<file path="src/rtl/evsem_pkg.sv">
package evsem_pkg;
  localparam int DATA_W = 32;

  localparam logic [2:0] MODE_RD_SEM = 3'd0;
  localparam logic [2:0] MODE_RD_EVT = 3'd1;
  localparam logic [2:0] MODE_UP_SEM = 3'd2;
  localparam logic [2:0] MODE_UP_EVT = 3'd3;
  localparam logic [2:0] MODE_COND   = 3'd4;

  localparam logic [3:0] UPD_INC = 4'd0;
  localparam logic [3:0] UPD_DEC = 4'd1;
  localparam logic [3:0] UPD_ADD = 4'd2;
  localparam logic [3:0] UPD_SUB = 4'd3;
  localparam logic [3:0] UPD_WR  = 4'd4;

  typedef enum logic {ST_IDLE, ST_RUN} seq_state_e;

  function automatic logic [DATA_W-1:0] apply_upd(input logic [3:0] kind,
                                                  input logic [DATA_W-1:0] cur,
                                                  input logic [DATA_W-1:0] opnd);
    logic [DATA_W-1:0] r;
    case (kind)
      UPD_INC: r = cur + 1'b1;
      UPD_DEC: r = cur - 1'b1;
      UPD_ADD: r = cur + opnd;
      UPD_SUB: r = cur - opnd;
      UPD_WR:  r = opnd;
      default: r = cur;
    endcase
    return r;
  endfunction
endpackage

</file>
<file path="src/rtl/evsem_cmd_check.sv">
module evsem_cmd_check #(
  parameter int NSLOT     = 16,
  parameter int IDW       = 8,
  parameter int RNW       = 8,
  parameter int SEM_DEPTH = 16,
  parameter int NREG      = 32,
  parameter int CNTW      = 8,
  parameter int RSVW      = 88
) (
  input  logic [2:0]           mode,
  input  logic [3:0]           upd,
  input  logic [CNTW-1:0]      cnt,
  input  logic [NSLOT*IDW-1:0] ids,
  input  logic [NSLOT*RNW-1:0] regs,
  input  logic [RSVW-1:0]      rsvd,
  output logic                 ok
);
  import evsem_pkg::*;

  logic bad_field, bad_slot, dup;

  always_comb begin
    bad_field = (mode > MODE_COND) || (upd > UPD_WR) || (cnt == '0) ||
                (32'(cnt) > NSLOT) || (|rsvd);
    bad_slot  = 1'b0;
    dup       = 1'b0;
    for (int i = 0; i < NSLOT; i++) begin
      if (i < 32'(cnt)) begin
        if (32'(ids[i*IDW +: IDW]) >= SEM_DEPTH) bad_slot = 1'b1;
        if (32'(regs[i*RNW +: RNW]) >= NREG) bad_slot = 1'b1;
        for (int j = i + 1; j < NSLOT; j++) begin
          if ((j < 32'(cnt)) && (ids[i*IDW +: IDW] == ids[j*IDW +: IDW])) dup = 1'b1;
        end
      end else begin
        if ((ids[i*IDW +: IDW] != '0) || (regs[i*RNW +: RNW] != '0)) bad_slot = 1'b1;
      end
    end
    ok = !(bad_field || bad_slot || dup);
  end
endmodule

</file>
<file path="src/rtl/evsem_store.sv">
module evsem_store #(
  parameter int DEPTH = 16,
  localparam int IDXW = $clog2(DEPTH)
) (
  input  logic                        clk,
  input  logic                        rst_n,
  input  logic                        sel_evt,
  input  logic [IDXW-1:0]             idx,
  output logic [evsem_pkg::DATA_W-1:0] rd_data,
  input  logic                        we,
  input  logic [evsem_pkg::DATA_W-1:0] wr_data
);
  import evsem_pkg::*;

  logic [DATA_W-1:0] mem_q [2*DEPTH];
  logic [IDXW:0]     addr;

  assign addr    = {sel_evt, idx};
  assign rd_data = mem_q[addr];

  always_ff @(posedge clk or negedge rst_n) begin
    if (!rst_n) begin
      for (int k = 0; k < 2*DEPTH; k++) mem_q[k] <= '0;
    end else if (we) begin
      mem_q[addr] <= wr_data;
    end
  end
endmodule

</file>
<file path="src/rtl/evsem_seq.sv">
module evsem_seq #(
  parameter int NSLOT     = 16,
  parameter int IDW       = 8,
  parameter int RNW       = 8,
  parameter int SEM_DEPTH = 16,
  parameter int NREG      = 32,
  parameter int CNTW      = 8,
  parameter int REPW      = 8,
  localparam int SLW  = $clog2(NSLOT),
  localparam int IDXW = $clog2(SEM_DEPTH),
  localparam int RAW  = $clog2(NREG)
) (
  input  logic                         clk,
  input  logic                         rst_n,
  input  logic                         cmd_valid,
  input  logic                         cmd_ok,
  input  logic [2:0]                   cmd_mode,
  input  logic [3:0]                   cmd_upd,
  input  logic [REPW-1:0]              cmd_rep,
  input  logic [CNTW-1:0]              cmd_cnt,
  input  logic [NSLOT*IDW-1:0]         cmd_ids,
  input  logic [NSLOT*RNW-1:0]         cmd_regs,
  input  logic [evsem_pkg::DATA_W-1:0] cmd_thresh,
  output logic                         busy,
  output logic                         done,
  output logic                         illegal,
  output logic                         st_evt,
  output logic [IDXW-1:0]              st_idx,
  input  logic [evsem_pkg::DATA_W-1:0] st_cur,
  output logic                         st_we,
  output logic [evsem_pkg::DATA_W-1:0] st_wdata,
  output logic [RAW-1:0]               rf_addr,
  input  logic [evsem_pkg::DATA_W-1:0] rf_rdata,
  output logic                         rf_we,
  output logic [evsem_pkg::DATA_W-1:0] rf_wdata
);
  import evsem_pkg::*;

  seq_state_e           state_q, state_d;
  logic [2:0]           mode_q;
  logic [3:0]           upd_q;
  logic [REPW-1:0]      rep_q;
  logic [CNTW-1:0]      cnt_q;
  logic [NSLOT*IDW-1:0] ids_q;
  logic [NSLOT*RNW-1:0] regs_q;
  logic [DATA_W-1:0]    thr_q;
  logic [SLW-1:0]       slot_q, slot_d;
  logic [REPW-1:0]      pass_q, pass_d;
  logic                 done_d, done_q, ill_d, ill_q;
  logic                 accept, load_en, run, last_slot, last_pass, fin, hit;
  logic [IDW-1:0]       cur_id;
  logic [RNW-1:0]       cur_reg;

  assign run       = (state_q == ST_RUN);
  assign accept    = cmd_valid && !run;
  assign load_en   = accept && cmd_ok;
  assign last_slot = (CNTW'(slot_q) == cnt_q - 1'b1);
  assign last_pass = (mode_q == MODE_COND) ? (pass_q == rep_q) : 1'b1;
  assign fin       = run && last_slot && last_pass;

  // next-state process
  always_comb begin
    state_d = state_q;
    slot_d  = slot_q;
    pass_d  = pass_q;
    done_d  = 1'b0;
    ill_d   = accept && !cmd_ok;
    if (load_en) begin
      state_d = ST_RUN;
      slot_d  = '0;
      pass_d  = '0;
    end else if (run) begin
      if (last_slot) begin
        slot_d = '0;
        if (last_pass) begin
          state_d = ST_IDLE;
          done_d  = 1'b1;
        end else begin
          pass_d = pass_q + 1'b1;
        end
      end else begin
        slot_d = slot_q + 1'b1;
      end
    end
  end

  // register process
  always_ff @(posedge clk or negedge rst_n) begin
    if (!rst_n) begin
      state_q <= ST_IDLE;
      slot_q  <= '0;
      pass_q  <= '0;
      done_q  <= 1'b0;
      ill_q   <= 1'b0;
      mode_q  <= '0;
      upd_q   <= '0;
      rep_q   <= '0;
      cnt_q   <= '0;
      ids_q   <= '0;
      regs_q  <= '0;
      thr_q   <= '0;
    end else begin
      state_q <= state_d;
      slot_q  <= slot_d;
      pass_q  <= pass_d;
      done_q  <= done_d;
      ill_q   <= ill_d;
      if (load_en) begin
        mode_q <= cmd_mode;
        upd_q  <= cmd_upd;
        rep_q  <= cmd_rep;
        cnt_q  <= cmd_cnt;
        ids_q  <= cmd_ids;
        regs_q <= cmd_regs;
        thr_q  <= cmd_thresh;
      end
    end
  end

  // slot datapath
  assign cur_id  = ids_q[32'(slot_q)*IDW +: IDW];
  assign cur_reg = regs_q[32'(slot_q)*RNW +: RNW];
  assign st_idx  = cur_id[IDXW-1:0];
  assign rf_addr = cur_reg[RAW-1:0];
  assign st_evt  = (mode_q == MODE_RD_EVT) || (mode_q == MODE_UP_EVT);
  assign hit     = (st_cur >= thr_q);

  always_comb begin
    st_we    = 1'b0;
    st_wdata = apply_upd(upd_q, st_cur, rf_rdata);
    rf_we    = 1'b0;
    rf_wdata = st_cur;
    if (run) begin
      case (mode_q)
        MODE_RD_SEM, MODE_RD_EVT: rf_we = 1'b1;
        MODE_UP_SEM, MODE_UP_EVT: st_we = 1'b1;
        MODE_COND: begin
          st_we    = hit;
          rf_we    = hit;
          rf_wdata = rf_rdata + 1'b1;
        end
        default: ;
      endcase
    end
  end

  assign busy    = run;
  assign done    = done_q;
  assign illegal = ill_q;


  illegal_idle_chk: assert property (@(posedge clk) disable iff (!rst_n)
    ill_q |-> (state_q == ST_IDLE));

  done_after_run_chk: assert property (@(posedge clk) disable iff (!rst_n)
    done_q |-> ((state_q == ST_IDLE) && $past(state_q == ST_RUN)));

  single_pass_chk: assert property (@(posedge clk) disable iff (!rst_n)
    (run && (mode_q != MODE_COND)) |-> (pass_q == '0));

  slot_range_chk: assert property (@(posedge clk) disable iff (!rst_n)
    run |-> (CNTW'(slot_q) < cnt_q));

  busy_hold_chk: assert property (@(posedge clk) disable iff (!rst_n)
    (run && !fin) |=> ($stable(ids_q) && $stable(mode_q) && $stable(thr_q)));
endmodule

</file>
<file path="src/rtl/evsem_batch_unit.sv">
module evsem_batch_unit #(
  parameter int NSLOT     = 16,
  parameter int IDW       = 8,
  parameter int RNW       = 8,
  parameter int SEM_DEPTH = 16,
  parameter int NREG      = 32,
  parameter int CNTW      = 8,
  parameter int REPW      = 8,
  parameter int RSVW      = 88,
  localparam int IDXW = $clog2(SEM_DEPTH),
  localparam int RAW  = $clog2(NREG)
) (
  input  logic                         clk,
  input  logic                         rst_n,
  input  logic                         cmd_valid,
  output logic                         cmd_ready,
  input  logic [2:0]                   cmd_mode,
  input  logic [3:0]                   cmd_upd,
  input  logic [REPW-1:0]              cmd_rep,
  input  logic [CNTW-1:0]              cmd_cnt,
  input  logic [NSLOT*IDW-1:0]         cmd_ids,
  input  logic [NSLOT*RNW-1:0]         cmd_regs,
  input  logic [evsem_pkg::DATA_W-1:0] cmd_thresh,
  input  logic [RSVW-1:0]              cmd_rsvd,
  output logic [RAW-1:0]               rf_raddr,
  input  logic [evsem_pkg::DATA_W-1:0] rf_rdata,
  output logic                         rf_we,
  output logic [RAW-1:0]               rf_waddr,
  output logic [evsem_pkg::DATA_W-1:0] rf_wdata,
  output logic                         busy,
  output logic                         done,
  output logic                         illegal
);
  import evsem_pkg::*;

  logic [1:0]        rst_sync_q;
  logic              rst_int_n;
  logic              cmd_ok, st_evt, st_we;
  logic [IDXW-1:0]   st_idx;
  logic [DATA_W-1:0] st_cur, st_wdata;
  logic [RAW-1:0]    rf_addr;

  always_ff @(posedge clk or negedge rst_n) begin
    if (!rst_n) rst_sync_q <= 2'b00;
    else        rst_sync_q <= {rst_sync_q[0], 1'b1};
  end
  assign rst_int_n = rst_sync_q[1];

  evsem_cmd_check #(
    .NSLOT(NSLOT), .IDW(IDW), .RNW(RNW), .SEM_DEPTH(SEM_DEPTH),
    .NREG(NREG), .CNTW(CNTW), .RSVW(RSVW)
  ) u_check (
    .mode(cmd_mode), .upd(cmd_upd), .cnt(cmd_cnt), .ids(cmd_ids),
    .regs(cmd_regs), .rsvd(cmd_rsvd), .ok(cmd_ok)
  );

  evsem_seq #(
    .NSLOT(NSLOT), .IDW(IDW), .RNW(RNW), .SEM_DEPTH(SEM_DEPTH),
    .NREG(NREG), .CNTW(CNTW), .REPW(REPW)
  ) u_seq (
    .clk(clk), .rst_n(rst_int_n), .cmd_valid(cmd_valid), .cmd_ok(cmd_ok),
    .cmd_mode(cmd_mode), .cmd_upd(cmd_upd), .cmd_rep(cmd_rep), .cmd_cnt(cmd_cnt),
    .cmd_ids(cmd_ids), .cmd_regs(cmd_regs), .cmd_thresh(cmd_thresh),
    .busy(busy), .done(done), .illegal(illegal),
    .st_evt(st_evt), .st_idx(st_idx), .st_cur(st_cur), .st_we(st_we),
    .st_wdata(st_wdata), .rf_addr(rf_addr), .rf_rdata(rf_rdata),
    .rf_we(rf_we), .rf_wdata(rf_wdata)
  );

  evsem_store #(.DEPTH(SEM_DEPTH)) u_store (
    .clk(clk), .rst_n(rst_int_n), .sel_evt(st_evt), .idx(st_idx),
    .rd_data(st_cur), .we(st_we), .wr_data(st_wdata)
  );

  assign cmd_ready = !busy;
  assign rf_raddr  = rf_addr;
  assign rf_waddr  = rf_addr;
endmodule

</file>
<file path="config.mk">
export PLATFORM = sky130hd
export DESIGN_NAME = evsem_batch_unit
export DESIGN_NICKNAME = d
export VERILOG_FILES = /design/src/rtl/evsem_pkg.sv /design/src/rtl/evsem_cmd_check.sv /design/src/rtl/evsem_store.sv /design/src/rtl/evsem_seq.sv /design/src/rtl/evsem_batch_unit.sv
export SDC_FILE = /design/constraint.sdc
export NUM_CORES = 2
export LEC_CHECK = 0
export ABC_AREA = 0
export BUFFER_PORTS_ARGS = -buffer_cell sky130_fd_sc_hd__buf_2
export CORE_ASPECT_RATIO = 0.5
export CORE_UTILIZATION = 55
export DETAILED_ROUTE_END_ITERATION = 10
export PLACE_DENSITY = 0.83
export SYNTH_ARGS = -nofsm -noshare
export SYNTH_HDL_FRONTEND = slang
export SYNTH_SLANG_ARGS = --single-unit
</file>
<file path="constraint.sdc">
create_clock -name clk -period 46.3 [get_ports clk]
set_input_delay 11.575 -clock clk [delete_from_list [all_inputs] [get_ports clk]]
set_output_delay 11.575 -clock clk [all_outputs]
set_load 0.02 [all_outputs]
</file>
# Word level (Yosys, flattened, before mapping)
# Index checks and enable logic that the tools add are counted.
[classes] eq_ne=131 reduce_logical=190 n_shift=2 bitwise_logic=1 n_mux=228 addsub=8 order_cmp=54
[op_table] cell="1024-bit bitwise mux" count=1
[op_table] cell="8-bit == test" count=121
[op_table] cell="8-bit nonzero test" count=32
[op_table] cell="1-bit 2-to-1 mux" count=210
[op_table] cell="32-bit binary-select mux with 5-bit select" count=1
[op_table] cell="32-bit demux with 5-bit select" count=1
[op_table] cell="32-bit 2-to-1 mux" count=5
[op_table] cell="32-bit one-hot mux with 5 select lines" count=1
[op_table] cell="8-bit by 5-bit greater-or-equal comparator with 1-bit output, second input constant" count=16
[op_table] cell="8-bit by 6-bit greater-or-equal comparator with 1-bit output, second input constant" count=16
[op_table] cell="128-bit by 8-bit variable part select with 4-bit output" count=1
[op_table] cell="128-bit by 8-bit variable part select with 5-bit output" count=1
[op_table] cell="1-bit logical AND" count=124
[op_table] cell="88-bit OR reduction" count=1
[op_table] cell="32-bit by 1-bit adder with 32-bit output, second input constant" count=2
[op_table] cell="4-bit by 8-bit < comparator with 1-bit output, first input constant" count=8
[op_table] cell="32-bit adder" count=1
[op_table] cell="32-bit greater-or-equal comparator" count=1
[op_table] cell="3-bit by 8-bit < comparator with 1-bit output, first input constant" count=4
[op_table] cell="8-bit 2-to-1 mux" count=4
[op_table] cell="32-bit by 1-bit subtractor with 32-bit output, second input constant" count=1
[op_table] cell="32-bit subtractor" count=1
[op_table] cell="1-bit logical OR" count=23
[op_table] cell="1-bit by 8-bit < comparator with 1-bit output, first input constant" count=2
[op_table] cell="27 further kinds" count=36
[word_totals] out_inout_bits=47 ff_bits=1352 in_bits=434 word_cells=659

# Longest topological paths before layout
[depth] word_depth=142 ltp_mapped=27 depth_no_buf=21

# Hierarchy
# A second synthesis with hierarchy kept.
[unflattened] cells_unflattened=6862 hier_area_um2=73665.7
[by_module_without_submodules] module="evsem_store" area_per_inst_um2=46388.2 cells_per_inst=3295 seq_area_each_um2=25624.6 n_inst=1
[by_module_without_submodules] module="evsem_seq" area_per_inst_um2=14310.0 cells_per_inst=1780 seq_area_each_um2=5355.1 n_inst=1
[by_module_without_submodules] module="evsem_cmd_check" area_per_inst_um2=12872.3 cells_per_inst=1778 seq_area_each_um2=0.0 n_inst=1
[by_module_without_submodules] module="evsem_batch_unit" area_per_inst_um2=95.1 cells_per_inst=9 seq_area_each_um2=50.0 n_inst=1

# Least setup slack after synthesis
# OpenSTA, ideal clock, no wires.
[synth_path] path_type="input-to-output" start="input rf_rdata[3] (netlist bit)" end="output rf_wdata[29] (netlist bit)" path_buffers=1 cell_stages=9 path_slack_ns=20.874 required_time_ns=34.725 arrival_ns=13.851 cell_sequence="clkbuf_1 -> and3_1 -> and3_1 -> nand2_1 -> nor4_1 -> and4_1 -> nand4_1 -> xor2_1 -> a21oi_1"
[synth_between] elab_chain_len=3
[synth_lines] element="start: declaration" line="evsem_batch_unit.sv:26" rtl="input logic [evsem_pkg::DATA_W-1:0] rf_rdata,"
[synth_lines] element="32-bit by 1-bit adder with 32-bit output" line="evsem_seq.sv:140" rtl="rf_wdata = rf_rdata + 1'b1;"
[synth_lines] element="32-bit 2-to-1 mux" line="evsem_seq.sv:134" rtl="case (mode_q)"
[synth_lines] element="32-bit 2-to-1 mux" line="evsem_seq.sv:133" rtl="if (run) begin"
[synth_lines] element="end: declaration" line="evsem_batch_unit.sv:29" rtl="output logic [evsem_pkg::DATA_W-1:0] rf_wdata,"
# No other way between the ends.

# Worst setup path in the final report
[layout_path] start="input rf_rdata[3] (netlist bit)" end="output rf_wdata[17] (netlist bit)"
# Same word-level chain as after synthesis.

==> results.py <==
metrics = {
    "status": {
        "status": "finished, violations left",
        "violations": "max-capacitance violations",
    },
    "synth": {
        "ys_seq_area_share_pct": 42.4,
        "synth-async-reset-ratio_pct": 100,
        "synthCells": 6205,
        "synthTopCellsByArea": "dfrtp_1, mux2_2, mux4_2, xnor2_1, xor2_1",
        "synth_compound_gate_area_share_pct": 5.71,
        "netlist.area_leader.share_pct": 42.4,
        "synth.net_count": 6708,
        "ys_seq_elements": 1240,
        "syn_area_per_cell_um2": 11.8,
        "post-synth-top-count-cell": "dfrtp_1",
        "synth_top_family_by_area": "multiplexers",
        "synthAdderAreaFrac_pct": 1.19,
        "synthTopCellsByCount": "dfrtp_1, mux2_2, xnor2_1",
        "synth.distinct_cells": 75,
        "synth_edf_count": 0,
        "synth-warning-count": 0,
        "synth-xor-area-share_pct": 12.3,
        "yosys-mux-area-fraction_pct": 26.6,
        "ys.flop_type": "dfrtp_1",
        "synth-simple-area-share_pct": 7.89,
        "netlist_area_um2": 73200,
        "yosysTopAreaCell": "dfrtp_1",
    },
    "clock_network": {
        "ctsHoldBuffers": 0,
        "htreeDepth": 3,
        "cts_tree": "done",
        "clk_path_buf_depth": 3,
        "insertion_delay_ps": 760,
        "cts_setup_buffers": 0,
        "root_buffer": "clkbuf_16",
        "ctsResizeCount": 0,
        "cts_buffers": 113,
        "clk_pin_slew_ps": 70,
        "clock_sinks": 1240,
    },
    "setup_path": {
        "crit_path_start_kind": "input pin",
        "cp_data_required_time_ps": 34720,
        "worst-path-max-fanout": 12,
        "worstSetupEndpointType": "primary output",
        "worstPathArrival_ps": 14050,
        "criticalPathCategory": "in2out",
    },
    "timing": {
        "fin_worst_skew_ps": 52.8,
        "setup_viol": 0,
        "rsz0062_at_grt": "no",
        "worstMarginPinSlew_ps": 1470,
        "slew_viol_final": 0,
        "fmax_mhz": 39.0,
        "worst_slack_ps": 20670,
        "slew_headroom_pct": 1.36,
        "finalHoldViolCount": 0,
        "fin_crit_ps": 25630,
        "finalSetupTns_ps": 0,
        "fin_crit_sh_pct": 55.4,
    },
    "power": {
        "leakage_uw": 0.0358,
        "p_sw_share_pct": 24.8,
        "p_seq_share_pct": 47.0,
        "p_sw_uw": 572,
        "finalPower_uw": 2310,
        "clkPwrFrac_pct": 44.2,
        "power_density_nw_per_um2": 28.6,
        "peakVddDrop_uv": 32.3,
        "p_int_uw": 1740,
        "combPwrFrac_pct": 8.8,
    },
    "floorplan": {
        "row_count": 94,
        "dieWidth_um": 518,
        "dieHeight_um": 260,
        "start_util_pct": 55.6,
        "die_area_um2": 135000,
        "io_pins": 481,
        "core-area_um2": 132000,
    },
    "routing": {
        "route.detailed.drc": 0,
        "routed_wirelength_um": 258000,
        "routed-via-count": 57200,
        "first_pass_iters": 8,
        "wl_per_cell_um": 31.6,
        "drtAntennaViolNets": 0,
        "drtIter0Drc": 8517,
        "routed_via_density": 7.00,
    },
    "finish": {
        "drive_gt1_share_pct": 35.8,
        "seq_area_um2": 31000,
        "multi_input_area_um2": 39600,
        "design_area_um2": 80600,
        "fill_cells": 9702,
        "final_util_pct": 61.2,
        "nNetsFinal": 6783,
        "area_delta_synth_final_pct": 10.1,
    },
    "global_routing": {
        "grt_pass1_wl_um": 378000,
        "grt_pass1_vias": 56700,
        "grt_overflow": 0,
        "antenna_found_initial": 31,
        "grt_usage_pct": 37.8,
        "grt_max_degree": 174,
    },
    "worst_hold_path": {
        "hp-class": "reg2async",
    },
    "placed_design": {
        "dp.final_hpwl_um": 160000,
        "port_buffers": 480,
        "gp_congestion": 1.05,
        "dpl-instance-area_um2": 76500,
        "dpl_worst_slack_ps": 20850,
    },
    "run": {
        "drv_cap": 2,
    },
}
==> kinds of logic after synthesis <==
| group | after synthesis |
|---|---|
| muxes | 1435 |
| DFF | 1240 |
| and+or+nand+nor | 1110 |
| xor gates and xnor gates | 1029 |
| buffers and inverters | 714 |
| AOI/OAI and AO/OA | 607 |
| adders and majority gates | 69 |
| other | 1 |
==> state kept, by name, summed over array words and instances (netlist names) <==
name	cells
u_seq.done	1
u_seq.regs_q	80
u_seq.upd_q	4
rst_sync_q	2
u_seq.illegal	1
u_seq.cnt_q	8
u_store.mem_q	1024
u_seq.busy	1
u_seq.rep_q	8
u_seq.ids_q	64
u_seq.mode_q	3
u_seq.thr_q	32
u_seq.slot_q	4
u_seq.pass_q	8
==> final timing paths <==
| kind | startpoint | to | slack, ps | cells after the start |
|---|---|---|---|---|
| worst max-delay path | rf_rdata[3] | rf_wdata[17] | 20670 | 10 |
| worst min-delay path | rst_sync_q[1]$_DFF_PN0_ | u_store.mem_q[1021]$_DFFE_PN0P_ | 330 | 0 |
| worst max register to register | u_seq.slot_q[2]$_DFFE_PN0P_ | u_store.mem_q[503]$_DFFE_PN0P_ | 35440 | 28 |
| worst min register to register | rst_sync_q[1]$_DFF_PN0_ | u_store.mem_q[1021]$_DFFE_PN0P_ | 330 | 0 |
| max in group asynchronous | rst_n | rst_sync_q[1]$_DFF_PN0_ | 35590 | 1 |
| min in group clk | rst_sync_q[0]$_DFF_PN0_ | rst_sync_q[1]$_DFF_PN0_ | 350 | 0 |
==> critical path: stages <==
cell and delay [ps]:
buf_2 220, and3_1 220, and3_1 220, nand2_1 140, nor4_2 170, buf_4 250
nand2_1 100, xor2_1 140, a21oi_1 710, buf_2 300
==> layer usage <==
layer | vias to the layer above | GRT usage (%) | routed length [um]
met2 | 4429 | 55.6 | 110000
li1 | 22600 | - | -
met4 | 26 | 24.2 | 20000
met3 | 1343 | 14.0 | 35700
met5 | - | 1.18 | 398
met1 | 28800 | 47.2 | 91900
==> stage by stage <==
| stage | std cells | hold slack, ps |
|---|---|---|
| 4_1_cts | 8150 | 351 |
| 3_5_place_dp | 7941 | 337 |
| 5_1_grt | 8165 | 369 |
| 6_report | 8167 | 334 |
| 2_1_floorplan | 6205 | 331 |
| 3_3_place_gp | 7941 | 335 |
==> layout by cell type (no fill, tap or decap), types with 14 or more instances in the layout <==
cell type     n
a21o_1       32
a21oi_1      91
a22oi_1     144
a2bb2oi_1    27
a31oi_1      96
and2_1       16
and3_1       20
buf_2       480
buf_4       132
bufinv_16    14
clkbuf_1     20
clkbuf_16   115
clkbuf_8     31
clkinv_2     21
dfrtp_1    1237
diode_2      17
ha_1         68
inv_1        56
mux2_2     1111
mux2i_1      27
mux4_2      293
nand2_1     203
nand2b_1     15
nand3_1      64
nand4_1     196
nor2_1      214
nor3_1       58
nor3_2       28
nor4_1      211
o21ai_0      66
o22ai_1      23
or3_1        15
xnor2_1     626
xor2_1      403
==> area by class of cell <==
class | instances | share of cell area, %
Sequential cell | 1240 | 38.5
Clock inverter | 43 | 0.829
Tap cell | 1776 | 2.76
Antenna cell | 17 | 0.0528
Clock buffer | 166 | 4.19
Multi-Input combinational cell | 4251 | 49.1
Timing Repair Buffer | 616 | 4.31
Inverter | 58 | 0.270
==> power by group through the flow <==
stage          clock network (uW)  registers, uW  logic, uW
6_report                     1020           1080        204
5_1_grt                      1060           1080        211
4_1_cts                      1020           1080        193
3_5_place_dp                    0           1100        193
3_3_place_gp                    0           1100        189
2_1_floorplan                   0           1120        115
(Power assumes the default switching activity.)
